### src/rtl/tpg_pkg.sv
package tpg_pkg;

    localparam int unsigned TPG_PIX_W       = 12;
    localparam int unsigned TPG_LINE_PIXELS = 1312;
    localparam int unsigned TPG_RAMP_START  = 960;
    localparam int unsigned TPG_SLIDE_STEP  = 2;

    typedef enum logic [1:0] {
        TPG_LIVE     = 2'b00,
        TPG_FIXED    = 2'b01,
        TPG_SLIDE    = 2'b10,
        TPG_LIVE_ALT = 2'b11
    } tpg_mode_e;

    typedef struct packed {
        logic use_gen;
        logic slide;
    } tpg_sel_t;

    function automatic tpg_sel_t tpg_decode(input logic [1:0] m);
        tpg_sel_t s;
        unique case (tpg_mode_e'(m))
            TPG_FIXED: s = '{use_gen: 1'b1, slide: 1'b0};
            TPG_SLIDE: s = '{use_gen: 1'b1, slide: 1'b1};
            default:   s = '{use_gen: 1'b0, slide: 1'b0};
        endcase
        return s;
    endfunction

endpackage

### src/rtl/tpg_col_ctr.sv
module tpg_col_ctr #(
    parameter int unsigned LINE_PIXELS = tpg_pkg::TPG_LINE_PIXELS,
    localparam int unsigned COL_W      = $clog2(LINE_PIXELS)
) (
    input  logic             clk,
    input  logic             rst,
    input  logic             pix_en,
    input  logic             line_start,
    output logic [COL_W-1:0] col_cur
);
    localparam logic [COL_W-1:0] LAST_COL = COL_W'(LINE_PIXELS - 1);

    logic [COL_W-1:0] col_q;
    logic [COL_W-1:0] col_d;

    always_comb begin
        col_cur = line_start ? '0 : col_q;
        if (pix_en)
            col_d = (col_cur == LAST_COL) ? '0 : col_cur + COL_W'(1);
        else
            col_d = col_cur;
    end

    always_ff @(posedge clk) begin
        if (rst) col_q <= '0;
        else     col_q <= col_d;
    end

    a_r4_col_in_range: assert property (@(posedge clk) disable iff (rst)
        col_q <= LAST_COL);

    a_r3_col_steps: assert property (@(posedge clk) disable iff (rst)
        (pix_en && !line_start && col_q != LAST_COL) |=> col_q == $past(col_q) + COL_W'(1));

    a_r4_col_wraps: assert property (@(posedge clk) disable iff (rst)
        (pix_en && !line_start && col_q == LAST_COL) |=> col_q == '0);

endmodule

### config.mk
export PLATFORM = sky130hd
export DESIGN_NAME = tpg_col_ctr
export DESIGN_NICKNAME = d
export VERILOG_FILES = /design/src/rtl/tpg_pkg.sv /design/src/rtl/tpg_col_ctr.sv
export SDC_FILE = /design/constraint.sdc
export NUM_CORES = 1
export LEC_CHECK = 0
export BUFFER_PORTS_ARGS = -buffer_cell sky130_fd_sc_hd__buf_2
export CELL_PAD_IN_SITES_DETAIL_PLACEMENT = 0
export CELL_PAD_IN_SITES_GLOBAL_PLACEMENT = 1
export CORE_UTILIZATION = 39
export CTS_CLUSTER_SIZE = 28
export DETAILED_ROUTE_END_ITERATION = 7
export PLACE_DENSITY = 0.76
export RECOVER_POWER = 100
export SETUP_SLACK_MARGIN = 0.5
export SLEW_MARGIN = 20
export SYNTH_ARGS = -nofsm -noshare
export SYNTH_HDL_FRONTEND = slang
export SYNTH_SLANG_ARGS = --single-unit
### constraint.sdc
create_clock -name clk -period 2.1 [get_ports clk]
set_input_delay 0.21 -clock clk [delete_from_list [all_inputs] [get_ports clk]]
set_output_delay 0.21 -clock clk [all_outputs]
set_load 0.1 [all_outputs]
==> results_dict.tcl <==
set metrics [dict create \
    largest_register_ffs 11 \
    fp.dieH_um 43.6 \
    p_per_area_mw_per_mm2 499 \
    final_common_cell "clkbuf_2" \
    die_width_um 43.6 \
    coreArea_mm2 0.00156 \
    cts_sinks 11 \
    final_util 0.512 \
    status "finished, violations left" \
    post_synth_and_or_nand_nor_area_fraction 0.444 \
    synthMuxAreaShare 0.0148 \
    synthCells 68 \
    cp-start-kind "register" \
    antenna_found_initial 0 \
    grt_pass1_wl_um 2150 \
    place_hpwl_um 950 \
    num_rows 14 \
    hold_path.class "in -> reg" \
    worstSkewPairLatency_ns 0.27 \
    synth_area_um2 676 \
    antenna_left 0 \
    yosysWarnings 0 \
    reg2reg_from "col_q[1]" \
    critPathMaxFanout 3 \
    rrSetupSlack_ns 0.44 \
    vias 492 \
    path_cells "nor2b_1 -> clkbuf_2" \
    routed_wl_um 1220 \
    drt_iter0_drc 13 \
    gp_congestion 0.730 \
    numCtsBuffers 3 \
    drc_errors 1 \
    cts_root_buf "clkbuf_4" \
    period_share 0.807 \
    clk_pin_slew_ns 0.07 \
    hold_path_depth 3 \
    sw_frac_of_total 0.248 \
    cts_tree "built" \
    crit_required_ns 1.89 \
    synth-edff-count 0 \
    slowest_stage "clkbuf_2" \
    cts_max_level 1 \
    grt_busiest_layer "met2" \
    finalPower_mw 0.398 \
    placed_area_um2 793 \
    n_fill_cell 161 \
    critPathCaptureType "primary output" \
    hold_path_startpoint "pix_en" \
    area_delta_synth_final_pct 18.1 \
    p_seq_frac 0.533 \
    rsz0062_at_grt "false" \
    routedWlPerCell_um 12.1 \
    holdBufCountCts 0 \
    min_period_ns 1.69 \
    diodes 0 \
    worst_pin_slew_ns 0.542 \
    violations "design-rule violations" \
    worstPathArrival_ns 1.48 \
    grt_overflow 0 \
    die-area_mm2 0.00190 \
    grtUsageMet2 0.215 \
    grt_pass1_vias 473 \
    final_hold_viol_count 0 \
    max_cap_viol_count 0 \
    synth_top_family_by_area "simple AND/OR/NAND/NOR gates" \
    hold_end "col_q[0]" \
    grt_max_degree 18 \
    power_switching_mw 0.0987 \
    viasPerCell 4.87 \
    drv_slew 0 \
    synthDistinctLibCells 23 \
    path_class "reg -> out" \
    initial_utilization 0.433 \
    synth-main-ff-cell "dfxtp_1" \
    relSlewSlack 0.640 \
    finalInstanceArea_um2 798 \
    power.share.combinational 0.104 \
    synth_nets 73 \
    max-vdd-ir-drop_v 0.000371 \
    p_clk_frac 0.363 \
    r2r_cells 7 \
    grt.total_usage 0.157 \
    syn-mean-instance-area_um2 9.94 \
    p_leak_nw 0.363 \
    port_buffers 14 \
    met3_usage 0.0625 \
    setup_viol 0 \
    synth_xor_area_frac 0.130 \
    ys_seq_elements 11 \
    post_cts.repair.setup_buffers 0 \
    clk_path_buf_depth 2 \
    whs_ns 0.330 \
    gr-usage-met1 0.214 \
    r2r-end "col_q[3]" \
    intPower_mw 0.299 \
    fmax_mhz 590 \
    synthArstFlopShare 0 \
    dr.pass1.iters 5 \
    seq_area_frac_synth 0.326 \
    finClkSkew_ns 0.00571 \
    nets 91 \
    largest_register "col_q" \
    num_io_pins 15 \
    max_stage_delay_ns 0.53 \
    reg_top3 "col_q (11)" \
    synth-adder-area-share 0.0185 \
    drive_above_1_share 0.424 \
    fin_tns_setup_ns 0 \
    final_cell_mix "11 x clkbuf_2, 10 x dfxtp_1, 7 x nor2_1, 7 x xnor2_1, 6 x nor2_2" \
    synth_compound_area_frac 0.0148 \
]
[worst max path at each step]
stage          cells past startpoint  slack [ns]    endpoint        from
2_1_floorplan                      7        0.25    col_q[0]    col_q[0]
3_3_place_gp                       8        0.54    col_q[3]  line_start
3_5_place_dp                       8        0.51    col_q[3]  line_start
4_1_cts                            3        0.55  col_cur[5]    col_q[5]
5_1_grt                            7        0.30    col_q[3]    col_q[1]
6_report                           2        0.41  col_cur[1]    col_q[1]
[synthesized netlist by cell type (2+ instances only)]
master    instances  area share
nor3_1            4       0.030
inv_1             2       0.011
xnor2_1           7       0.091
and2b_1           4       0.044
nor2_2           10       0.093
nor2_1            3       0.017
nor2b_1           5       0.046
xor2_1            3       0.039
dfxtp_1          11        0.33
nand2_1           2       0.011
nand4b_4          2       0.070
nand3b_1          3       0.033
buf_6             2       0.033
[stage by stage]
step	worst slack [ns]	instances
4_1_cts	0.546	101
6_report	0.406	101
3_3_place_gp	0.542	97
2_1_floorplan	0.248	68
3_5_place_dp	0.508	97
5_1_grt	0.301	101
[kinds of logic after synthesis]
family,count (synthesis)
compound gates,1
xor+xnor,10
fa+ha+maj,1
buf+inv,5
flops,11
mux,1
simple gates,39
[critical path: cells and delay by family (launching register included)]
| family | cells | cell delay (ns) |
|---|---|---|
| buffers and inverters | 1 | 0.53 |
| DFF | 1 | 0.35 |
| and+or+nand+nor | 1 | 0.33 |
[layer usage]
layer	up-vias	wire length, um
li1	262	-
met1	215	632
met2	13	501
met3	2	72
met4	0	18
met5	-	0
[power groups by stage]
stage               Clock, mW  Sequential [mW]  Combinational [mW]
CTS                     0.151            0.212              0.0448
detailed placement          0            0.217              0.0448
floorplan                   0            0.217              0.0392
global placement            0            0.217              0.0443
global route            0.167            0.212              0.0445
finish                  0.144            0.212              0.0415
[cell type report]
| class | count | area [um^2] | share of cell area |
|---|---|---|---|
| multi-input combinational | 52 | 438 | 0.549 |
| sequential | 11 | 221 | 0.277 |
| timing repair buffer | 16 | 85.1 | 0.107 |
| clock buffer | 4 | 26.3 | 0.0329 |
| tap | 16 | 20.0 | 0.0251 |
| inverter | 2 | 7.51 | 0.00940 |
[timing repair]
item                                    4_1_cts  5_1_grt
hold endpoints to repair                      0        0
gates resized for setup                       0        2
endpoints found under the setup margin        0        2
No activity file was read; power rests on OpenSTA's default activity.
